### config.mk
export PLATFORM = sky130hd
export DESIGN_NAME = secc_corrector
export DESIGN_NICKNAME = d
export VERILOG_FILES = /design/src/rtl/secc_pkg.sv /design/src/rtl/secc_syn_map.sv /design/src/rtl/secc_popcount.sv /design/src/rtl/secc_classify.sv /design/src/rtl/secc_corrector.sv
export SDC_FILE = /design/constraint.sdc
export NUM_CORES = 1
export LEC_CHECK = 0
export CAP_MARGIN = 0
export CORE_ASPECT_RATIO = 0.5
export CORE_MARGIN = 2
export CORE_UTILIZATION = 35
export CTS_BUF_LIST = sky130_fd_sc_hd__clkbuf_2
export DETAILED_ROUTE_END_ITERATION = 6
export PLACE_DENSITY = 0.59
export SYNTH_ARGS = -nofsm -noshare
export SYNTH_HDL_FRONTEND = slang
export SYNTH_SLANG_ARGS = --single-unit
### constraint.sdc
create_clock -name clk -period 7.79 [get_ports clk]
set_input_delay 1.558 -clock clk [delete_from_list [all_inputs] [get_ports clk]]
set_output_delay 1.558 -clock clk [all_outputs]
set_load 0.01 [all_outputs]
### src/rtl/secc_pkg.sv
package secc_pkg;

   // outcome of one sector
   typedef enum logic [1:0] {
      V_CLEAN = 2'd0,
      V_FIX   = 2'd1,
      V_FAIL  = 2'd2
   } verdict_t;

   // sequencer states
   typedef enum logic [1:0] {
      S_IDLE = 2'd0,
      S_EVAL = 2'd1,
      S_RD   = 2'd2,
      S_WR   = 2'd3
   } seq_t;

endpackage

### src/rtl/secc_syn_map.sv
// Gathers the syndrome from the byte-wise XOR of the two codes.
module secc_syn_map #(
   parameter int ECC_BYTES = 3,
   localparam int SYN_W = ECC_BYTES * 8
) (
   input  logic [SYN_W-1:0] stored,
   input  logic [SYN_W-1:0] calc,
   output logic [SYN_W-1:0] syn,
   output logic             identical,
   output logic             erased
);
   logic [SYN_W-1:0] diff;

   assign diff      = stored ^ calc;
   assign identical = (diff == '0);
   assign erased    = (stored == '1) && (calc == '0);

   // byte 2 carries the column pairs in its upper six bits and the
   // top row pair in its lower two bits
   assign syn = {diff[17:16], diff[15:8], diff[7:0], diff[23:18]};
endmodule

### src/rtl/secc_popcount.sv
// Ones count of the syndrome: one count per byte, then a sum.
module secc_popcount #(
   parameter int SYN_W = 24,
   localparam int NB   = SYN_W / 8,
   localparam int PC_W = $clog2(SYN_W + 1)
) (
   input  logic [SYN_W-1:0] vec,
   output logic [PC_W-1:0]  count
);
   logic [3:0] part [NB];

   for (genvar g = 0; g < NB; g++) begin : g_byte
      always_comb begin
         part[g] = '0;
         for (int b = 0; b < 8; b++)
            part[g] = part[g] + 4'(vec[g*8+b]);
      end
   end

   always_comb begin
      count = '0;
      for (int g = 0; g < NB; g++)
         count = count + PC_W'(part[g]);
   end
endmodule

### src/rtl/secc_classify.sv
// Sorts a syndrome into clean / single-bit fix / uncorrectable.
module secc_classify import secc_pkg::*; #(
   parameter int SYN_W = 24,
   localparam int OFF_W = SYN_W / 2 - 3,
   localparam int PC_W  = $clog2(SYN_W + 1),
   localparam int FIX_PC = SYN_W / 2
) (
   input  logic [SYN_W-1:0] syn,
   input  logic             identical,
   input  logic             erased,
   output verdict_t         verdict,
   output logic [OFF_W-1:0] off,
   output logic [2:0]       bit_idx
);
   logic [PC_W-1:0] ones;

   secc_popcount #(.SYN_W(SYN_W)) u_pc (
      .vec   (syn),
      .count (ones)
   );

   // odd syndrome bits carry the position
   for (genvar i = 0; i < 3; i++) begin : g_bit
      assign bit_idx[i] = syn[2*i+1];
   end
   for (genvar i = 0; i < OFF_W; i++) begin : g_off
      assign off[i] = syn[2*i+7];
   end

   always_comb begin
      if (identical)
         verdict = V_CLEAN;
      else if (ones == PC_W'(FIX_PC))
         verdict = V_FIX;
      else if (ones == '0)
         verdict = V_CLEAN;
      else if (ones == PC_W'(1) || ones == PC_W'(FIX_PC - 1))
         verdict = V_FAIL;
      else if (erased)
         verdict = V_CLEAN;
      else
         verdict = V_FAIL;
   end
endmodule

### src/rtl/secc_corrector.sv
// Page-level sequencer: walks the sectors, repairs single-bit errors
// through a read-modify-write on the sector buffer.
module secc_corrector import secc_pkg::*; #(
   parameter int SECT_BYTES = 512,
   parameter int ECC_BYTES  = 3,
   parameter int MAX_SECT   = 4,
   localparam int SYN_W  = ECC_BYTES * 8,
   localparam int OFF_W  = $clog2(SECT_BYTES),
   localparam int SECT_W = $clog2(MAX_SECT),
   localparam int ADDR_W = SECT_W + OFF_W,
   localparam int CNT_W  = $clog2(MAX_SECT + 1),
   localparam int BUS_W  = MAX_SECT * SYN_W
) (
   input  logic              clk,
   input  logic              rst_n,
   input  logic              start,
   input  logic              page_mode,
   input  logic [BUS_W-1:0]  stored_ecc,
   input  logic [BUS_W-1:0]  calc_ecc,
   output logic              busy,
   output logic              done,
   output logic              err,
   output logic [CNT_W-1:0]  corr_cnt,
   output logic [OFF_W-1:0]  last_off,
   output logic [2:0]        last_bit,
   output logic [ADDR_W-1:0] buf_addr,
   output logic              buf_rd_en,
   output logic              buf_wr_en,
   output logic [7:0]        buf_wdata,
   input  logic [7:0]        buf_rdata
);
   // elaboration-time parameter checks
   if (ECC_BYTES != 3) begin : g_bad_ecc
      $error("secc_corrector: syndrome layout needs three code bytes");
   end
   if (SYN_W / 2 - 3 != OFF_W) begin : g_bad_sect
      $error("secc_corrector: sector size does not match code width");
   end
   if (MAX_SECT < 2 || (1 << SECT_W) != MAX_SECT) begin : g_bad_cnt
      $error("secc_corrector: MAX_SECT must be a power of two >= 2");
   end

   seq_t              state_q;
   logic [BUS_W-1:0]  st_q, ca_q;
   logic [SECT_W-1:0] idx_q, last_idx_q;
   logic [OFF_W-1:0]  fix_off_q;
   logic [2:0]        fix_bit_q;
   logic              done_q, err_q;
   logic [CNT_W-1:0]  cnt_q;
   logic [OFF_W-1:0]  lo_q;
   logic [2:0]        lb_q;

   logic [SYN_W-1:0]  sel_st, sel_ca, syn;
   logic              same, blank;
   verdict_t          verdict;
   logic [OFF_W-1:0]  dec_off;
   logic [2:0]        dec_bit;
   logic              at_last;

   assign sel_st  = st_q[32'(idx_q)*SYN_W +: SYN_W];
   assign sel_ca  = ca_q[32'(idx_q)*SYN_W +: SYN_W];
   assign at_last = (idx_q == last_idx_q);

   secc_syn_map #(.ECC_BYTES(ECC_BYTES)) u_map (
      .stored    (sel_st),
      .calc      (sel_ca),
      .syn       (syn),
      .identical (same),
      .erased    (blank)
   );

   secc_classify #(.SYN_W(SYN_W)) u_cls (
      .syn       (syn),
      .identical (same),
      .erased    (blank),
      .verdict   (verdict),
      .off       (dec_off),
      .bit_idx   (dec_bit)
   );

   always_ff @(posedge clk) begin
      if (!rst_n) begin
         state_q    <= S_IDLE;
         st_q       <= '0;
         ca_q       <= '0;
         idx_q      <= '0;
         last_idx_q <= '0;
         fix_off_q  <= '0;
         fix_bit_q  <= '0;
         done_q     <= 1'b0;
         err_q      <= 1'b0;
         cnt_q      <= '0;
         lo_q       <= '0;
         lb_q       <= '0;
      end else begin
         done_q <= 1'b0;
         unique case (state_q)
            S_IDLE: begin
               if (start) begin
                  st_q       <= stored_ecc;
                  ca_q       <= calc_ecc;
                  idx_q      <= '0;
                  last_idx_q <= page_mode ? SECT_W'(MAX_SECT - 1) : '0;
                  err_q      <= 1'b0;
                  cnt_q      <= '0;
                  lo_q       <= '0;
                  lb_q       <= '0;
                  state_q    <= S_EVAL;
               end
            end
            S_EVAL: begin
               unique case (verdict)
                  V_FAIL: begin
                     err_q   <= 1'b1;
                     done_q  <= 1'b1;
                     state_q <= S_IDLE;
                  end
                  V_FIX: begin
                     fix_off_q <= dec_off;
                     fix_bit_q <= dec_bit;
                     state_q   <= S_RD;
                  end
                  default: begin
                     if (at_last) begin
                        done_q  <= 1'b1;
                        state_q <= S_IDLE;
                     end else begin
                        idx_q <= idx_q + SECT_W'(1);
                     end
                  end
               endcase
            end
            S_RD: state_q <= S_WR;
            S_WR: begin
               cnt_q <= cnt_q + CNT_W'(1);
               lo_q  <= fix_off_q;
               lb_q  <= fix_bit_q;
               if (at_last) begin
                  done_q  <= 1'b1;
                  state_q <= S_IDLE;
               end else begin
                  idx_q   <= idx_q + SECT_W'(1);
                  state_q <= S_EVAL;
               end
            end
            default: state_q <= S_IDLE;
         endcase
      end
   end

   assign busy      = (state_q != S_IDLE);
   assign done      = done_q;
   assign err       = err_q;
   assign corr_cnt  = cnt_q;
   assign last_off  = lo_q;
   assign last_bit  = lb_q;
   assign buf_addr  = {idx_q, fix_off_q};
   assign buf_rd_en = (state_q == S_RD);
   assign buf_wr_en = (state_q == S_WR);
   assign buf_wdata = buf_rdata ^ (8'(1) << fix_bit_q);
endmodule

; ---- After elaboration in Yosys (flattened, before gate mapping)
; Index checks and enable logic that the tools add are counted.
[word_totals]
reg_bits = 227
latch_bits = 0
ram_bits = 0
rom_bits = 0
in_bits = 204
out_inout_bits = 39
word_cells = 100
memories = 0
[classes]
addsub = 25
multipliers = 1
div = 0
order_cmp = 0
n_eq_ne = 14
shift = 3
muxes = 26
n_bitwise = 2
reduce_logical = 17
[ops]
columns = cell, n
row1 = $shiftx 96x8->24, 2
row2 = $add 4x1->4, 12
row3 = $logic_not 24->1, 2
row4 = $eq 24x24->1 const B, 1
row5 = $xor 24x24->24, 1
row6 = $mux 2, 11
row7 = $pmux 9 s2, 1
row8 = $add 3x1->4, 3
row9 = $pmux 3 s2, 2
row10 = $eq 5x4->1 const B, 2
row11 = $add 2x1->3, 3
row12 = $mux 9, 1
row13 = $pmux 2 s4, 1
row14 = $reduce_and 2->1, 4
row15 = $shl 1x3->8 const A, 1
row16 = $xor 8x8->8, 1
row17 = $add 1x1->2, 3
row18 = $eq 2x2->1 const B, 3
row19 = $ne 2x2->1 const B, 3
row20 = $pmux 1 s2, 3
row21 = $pmux 2 s3, 1
row22 = $reduce_and 3->1, 2
row23 = $reduce_bool 2->1, 3
row24 = $add 4x4->5, 1
row25 = 17 further kinds, 21

; ---- Logic depth before layout (Yosys ltp)
[logic_depth]
depth_word = 22
ltp_mapped = 28
ltp_nobuf = 26

; ---- Hierarchy
; Synthesis repeated with hierarchy kept, for this count alone.
[hier_totals]
hier_cells = 1221
hier_area_um2 = 10986.8
[by_module_without_submodules]
columns = module, instances, cells_each, area_each_um2, seq_area_each_um2
row1 = secc_corrector, 1, 1082, 9819.4, 4524.3
row2 = secc_popcount, 1, 70, 616.8, 0.0
row3 = secc_syn_map, 1, 50, 404.1, 0.0
row4 = secc_classify, 1, 19, 146.4, 0.0

; ---- Worst setup path before layout
; OpenSTA, ideal clock, no wires.
[synth_path]
path_type = reg-to-reg
start = register idx_q[0]
end = register idx_q[1]
setup_ps = 70
t_arrival_ps = 6808
t_required_ps = 7720
slack_ps = 911
path_stages_with_launch = 26
period_less_slack_ps = 6879
cell_sequence = dfxtp_1 buf_6 buf_4 buf_4 mux4_2 xor2_1 inv_1 fa_1 fa_1 fa_1 fa_1 inv_1 fa_1 ha_1 fa_1 nor3_1 nand4_1 buf_2 a21oi_1 inv_1 ha_1 or2_2 and3_1 o22ai_1 nand2_1 a21oi_1
[synth_between]
elab_chain_cells = 22
word_cells_on_any_way = 51
[synth_rtl]
columns = element, line_no
row1 = "start, declared", secc_corrector.sv:45  ; logic [SECT_W-1:0] idx_q, last_idx_q;
row2 = "start signal, assigned", secc_corrector.sv:128  ; idx_q <= idx_q + SECT_W'(1);
row3 = "start signal, assigned", secc_corrector.sv:142  ; idx_q <= idx_q + SECT_W'(1);
row4 = $mul 2x2->4, "secc_corrector.sv:60, secc_corrector.sv:61"
row5 = $shiftx 96x8->24 (on tied branches), "secc_corrector.sv:60, secc_corrector.sv:61"
row6 = $xor 24x24->24, secc_syn_map.sv:14  ; assign diff = stored ^ calc;
row7 = $add 1x1->2, secc_popcount.sv:16  ; part[g] = part[g] + 4'(vec[g*8+b]);
row8 = $add 2x1->3, secc_popcount.sv:16
row9 = $add 3x1->4, secc_popcount.sv:16
row10 = $add 4x1->4 (4 in series), secc_popcount.sv:16
row11 = $add 4x4->5, secc_popcount.sv:23  ; count = count + PC_W'(part[g]);
row12 = (+3 left out), --
row13 = $mux 2, secc_classify.sv:37  ; else if (ones == PC_W'(1) || ones == PC_W'(FIX_PC - 1))
row14 = $mux 2, secc_classify.sv:35  ; else if (ones == '0)
row15 = $mux 2, secc_classify.sv:33  ; else if (ones == PC_W'(FIX_PC))
row16 = $mux 2, secc_classify.sv:31  ; if (identical)
row17 = $eq 2x1->1 or $eq 2x2->1 (tied branches), secc_corrector.sv:112  ; unique case (verdict)
row18 = $reduce_or 2->1 (no source line), --
row19 = $ne 2x2->1 (no source line), --
row20 = $reduce_and 3->1 (no source line), --
; Parallel ways exist; a longest one is shown, timed or not. The select of a mux whose other input is x is not followed.
; A chain may end at the register's enable or synchronous reset.

; ---- Worst setup path after layout
; Same ends and word-level chain as after synthesis.

==> flow_metrics.env <==
export IMPL_outcome="completed"
export IMPL_first_iter_violations=744
export IMPL_htree_levels=2
export IMPL_clockBufferDepth=3
export IMPL_p_seq_frac=0.249
export IMPL_ys_top_cells_by_area="dfxtp_1, nand2_1, a21oi_1, mux4_2, fa_1"
export IMPL_grt_max_degree=126
export IMPL_max_cap_violations=0
export IMPL_yosysMostFrequentCell="nand2_1"
export IMPL_worst_setup_path_end_kind="flop"
export IMPL_wirelength_um=33800
export IMPL_grt_ovfl_total=0
export IMPL_leakage_nw=5.00
export IMPL_synth_commonest_cells="nand2_1, dfxtp_1, a21oi_1"
export IMPL_min_path_type="flop to flop"
export IMPL_drc_errors=0
export IMPL_crit_required_ns=8.54
export IMPL_synth_largest_area_cell="dfxtp_1"
export IMPL_synth_seq_cells=226
export IMPL_dp_hpwl_um=25300
export IMPL_holdWs_ns=0.456
export IMPL_via_per_inst=5.05
export IMPL_fill_cells=2827
export IMPL_syn_mean_instance_area_um2=8.70
export IMPL_cts_made_buffers=52
export IMPL_netlist_area_leader_share=0.435
export IMPL_power_per_cell_area_nw_per_um2=434
export IMPL_io_pins=243
export IMPL_reg2reg_to="idx_q[1]"
export IMPL_synth_edf_count=0
export IMPL_dp_worst_setup_slack_ns=0.487
export IMPL_grt_pass1_wl_um=51900
export IMPL_ctsRootBufferMaster="clkbuf_2"
export IMPL_syn_to_final_growth_pct=30.2
export IMPL_setup_tns_final_ns=0
export IMPL_ant_nets=0
export IMPL_synthArstFlopShare=0
export IMPL_vdd_ir_drop_max_mv=0.902
export IMPL_cp_max_fo=14
export IMPL_die_h_um=126
export IMPL_grt_antenna_before_repair=1
export IMPL_skew_ns=0.105
export IMPL_grt_usage=0.217
export IMPL_syn_nets=1425
export IMPL_synthDistinctLibCells=46
export IMPL_r2r_start="idx_q[0]"
export IMPL_rows=44
export IMPL_start_kind="flop"
export IMPL_seq_area_frac_synth=0.435
export IMPL_setup_viol=0
export IMPL_p_sw_mw=2.65
export IMPL_crit_end="idx_q[1]"
export IMPL_coreArea_um2=29100
export IMPL_yosysWarnings=0
export IMPL_drive_gt1_frac=0.110
export IMPL_pwr_share_clk=0.136
export IMPL_synthesis_instances=1195
export IMPL_die_area_um2=31200
export IMPL_hold_violations=0
export IMPL_pwr_share_comb=0.615
export IMPL_final_max_slew_viol_count=0
export IMPL_first_pass_iters=5
export IMPL_yosys_most_used_dff="dfxtp_1"
export IMPL_grt_pass1_vias=9301
export IMPL_period_needed_ns=7.18
export IMPL_syn_area_um2=10400
export IMPL_initial_core_util=0.357
export IMPL_p_int_mw=3.23
export IMPL_nNetsFinal=1645
export IMPL_fmax_mhz=139
export IMPL_cts_tree="built"
export IMPL_fin_util=0.465
export IMPL_cts_sinks=226
export IMPL_slew_headroom=0.280
export IMPL_worstMarginPinSlew_ns=1.08
export IMPL_clkLatencyLatePin_ns=0.92
export IMPL_rsz0062_at_grt="false"
export IMPL_globalplace_congestion=0.897
export IMPL_wl_per_cell_um=18.3
export IMPL_reg2reg_depth=24
export IMPL_place_port_buffers=242
export IMPL_period_share=0.921
export IMPL_layout_setup_ws_ns=0.614
export IMPL_dieWidth_um=248
export IMPL_startpoint="idx_q[0]"
export IMPL_worstPathArrival_ns=7.93
export IMPL_reg2reg_slack_ns=0.61
export IMPL_power_switching_share=0.451
export IMPL_path_clk_slew_ns=0.11
export IMPL_path_class="flop to flop"
export IMPL_dr_total_vias=9324
## cell usage in the layout (no fill, tap or decap), types with 2 or more instances in the layout
cell type	count
dfxtp_1	224
ha_1	9
a2111oi_0	5
mux4_2	46
inv_1	39
fa_1	17
nor4_1	2
xnor2_1	12
a2111oi_1	8
nand4_1	5
dfxtp_4	2
clkdlybuf4s50_1	242
and3_1	2
nor4bb_1	10
or2_2	2
bufinv_16	2
nor3_1	7
buf_4	12
clkbuf_2	71
nand2_1	408
xnor2_2	5
xor2_1	17
clkinv_1	17
a211oi_1	4
nor2_1	9
a21oi_1	214
inv_6	2
nand2b_1	2
a211oi_2	9
o21ai_0	6
and2_1	2
nand3b_1	2
nand3_1	20
mux4_1	2
## per-stage QoR
step                      cell area, µm²  total power, mW  instances
after floorplan                    10400             4.24       1195
after global routing               13500             6.53       1845
after global placement             13000             4.89       1751
final                              13500             5.88       1845
after CTS                          13500             5.87       1843
after detailed placement           13000             5.06       1751
## cells by family (layout without fill, tap and decap cells)
family          Yosys count  after routing  share of synthesized area
other cells               0              1                          0
compound gates          251            251                      0.135
buf+inv                 130            388                     0.0552
fa+ha+maj                26             26                     0.0436
xor+xnor                 35             35                     0.0349
mux                      49             49                      0.106
flops                   226            226                      0.435
simple gates            478            478                      0.190
## timing repair
| action | in CTS | in global routing |
|---|---|---|
| endpoints found under the setup margin | 0 | 1 |
| gates resized for setup | 0 | 1 |
| hold buffers | 0 | 0 |
| buffers inserted | 0 | 1 |
## power groups by stage
stage               Combinational [mW]  Sequential (mW)  Clock [mW]
floorplan                         2.82             1.41           0
global placement                  3.39             1.50           0
detailed placement                3.56             1.50           0
CTS                               3.58             1.47       0.826
global route                      4.16             1.48       0.895
finish                            3.61             1.47       0.801
## layer usage
metal  vias up  wire length [µm]  track usage  share of wire
met5         -                 0            0              0
met4         0               647       0.0571          0.019
met3        41              1900       0.0413          0.056
met2       244             15600        0.344           0.46
met1      4537             15600        0.302           0.46
li1       4502                 -            -              -
## worst max-delay path, cell delays in order, from the launching register on
cell and delay, ns:
dfxtp_4 0.57, buf_4 0.26, mux4_2 0.57, xor2_1 0.25, inv_1 0.11, fa_1 0.48, inv_1 0.05, fa_1 0.50
inv_1 0.05, fa_1 0.47, fa_1 0.49, inv_1 0.05, fa_1 0.47, ha_1 0.24, fa_1 0.50, nor3_1 0.20
nand4_1 0.35, a21oi_1 0.29, inv_1 0.07, ha_1 0.28, or2_2 0.29, and3_1 0.22, o22ai_1 0.12, nand2_1 0.08
a21oi_1 0.12
## worst min path at each step
stage	cells past startpoint	slack [ns]	from	end
detailed placement	2	0.44	st_q[45]	st_q[45]
CTS	2	0.46	ca_q[21]	ca_q[21]
global placement	2	0.44	st_q[45]	st_q[45]
global route	2	0.48	st_q[67]	st_q[67]
floorplan	2	0.43	ca_q[45]	ca_q[45]
finish	2	0.46	st_q[45]	st_q[45]
## flip-flops by register name, indices dropped and copies added (netlist names), named ones only
name / flops
state_q: 1
corr_cnt: 3
last_bit: 3
done: 1
last_off: 9
fix_bit_q: 3
err: 1
fix_off_q: 9
idx_q: 2
st_q: 96
ca_q: 96
last_idx_q: 1
## final cells by class
cell class / instances / area (µm²) / area share
timing repair buffer: 256 / 2560 / 0.189
antenna: 1 / 2.50 / 0.000185
multi-input combinational: 839 / 5310 / 0.392
tap: 391 / 489 / 0.0361
inverter: 40 / 155 / 0.0115
sequential: 226 / 4530 / 0.335
clock inverter: 21 / 138 / 0.0102
clock buffer: 71 / 355 / 0.0262
No activity file was read; power rests on OpenSTA's default activity.
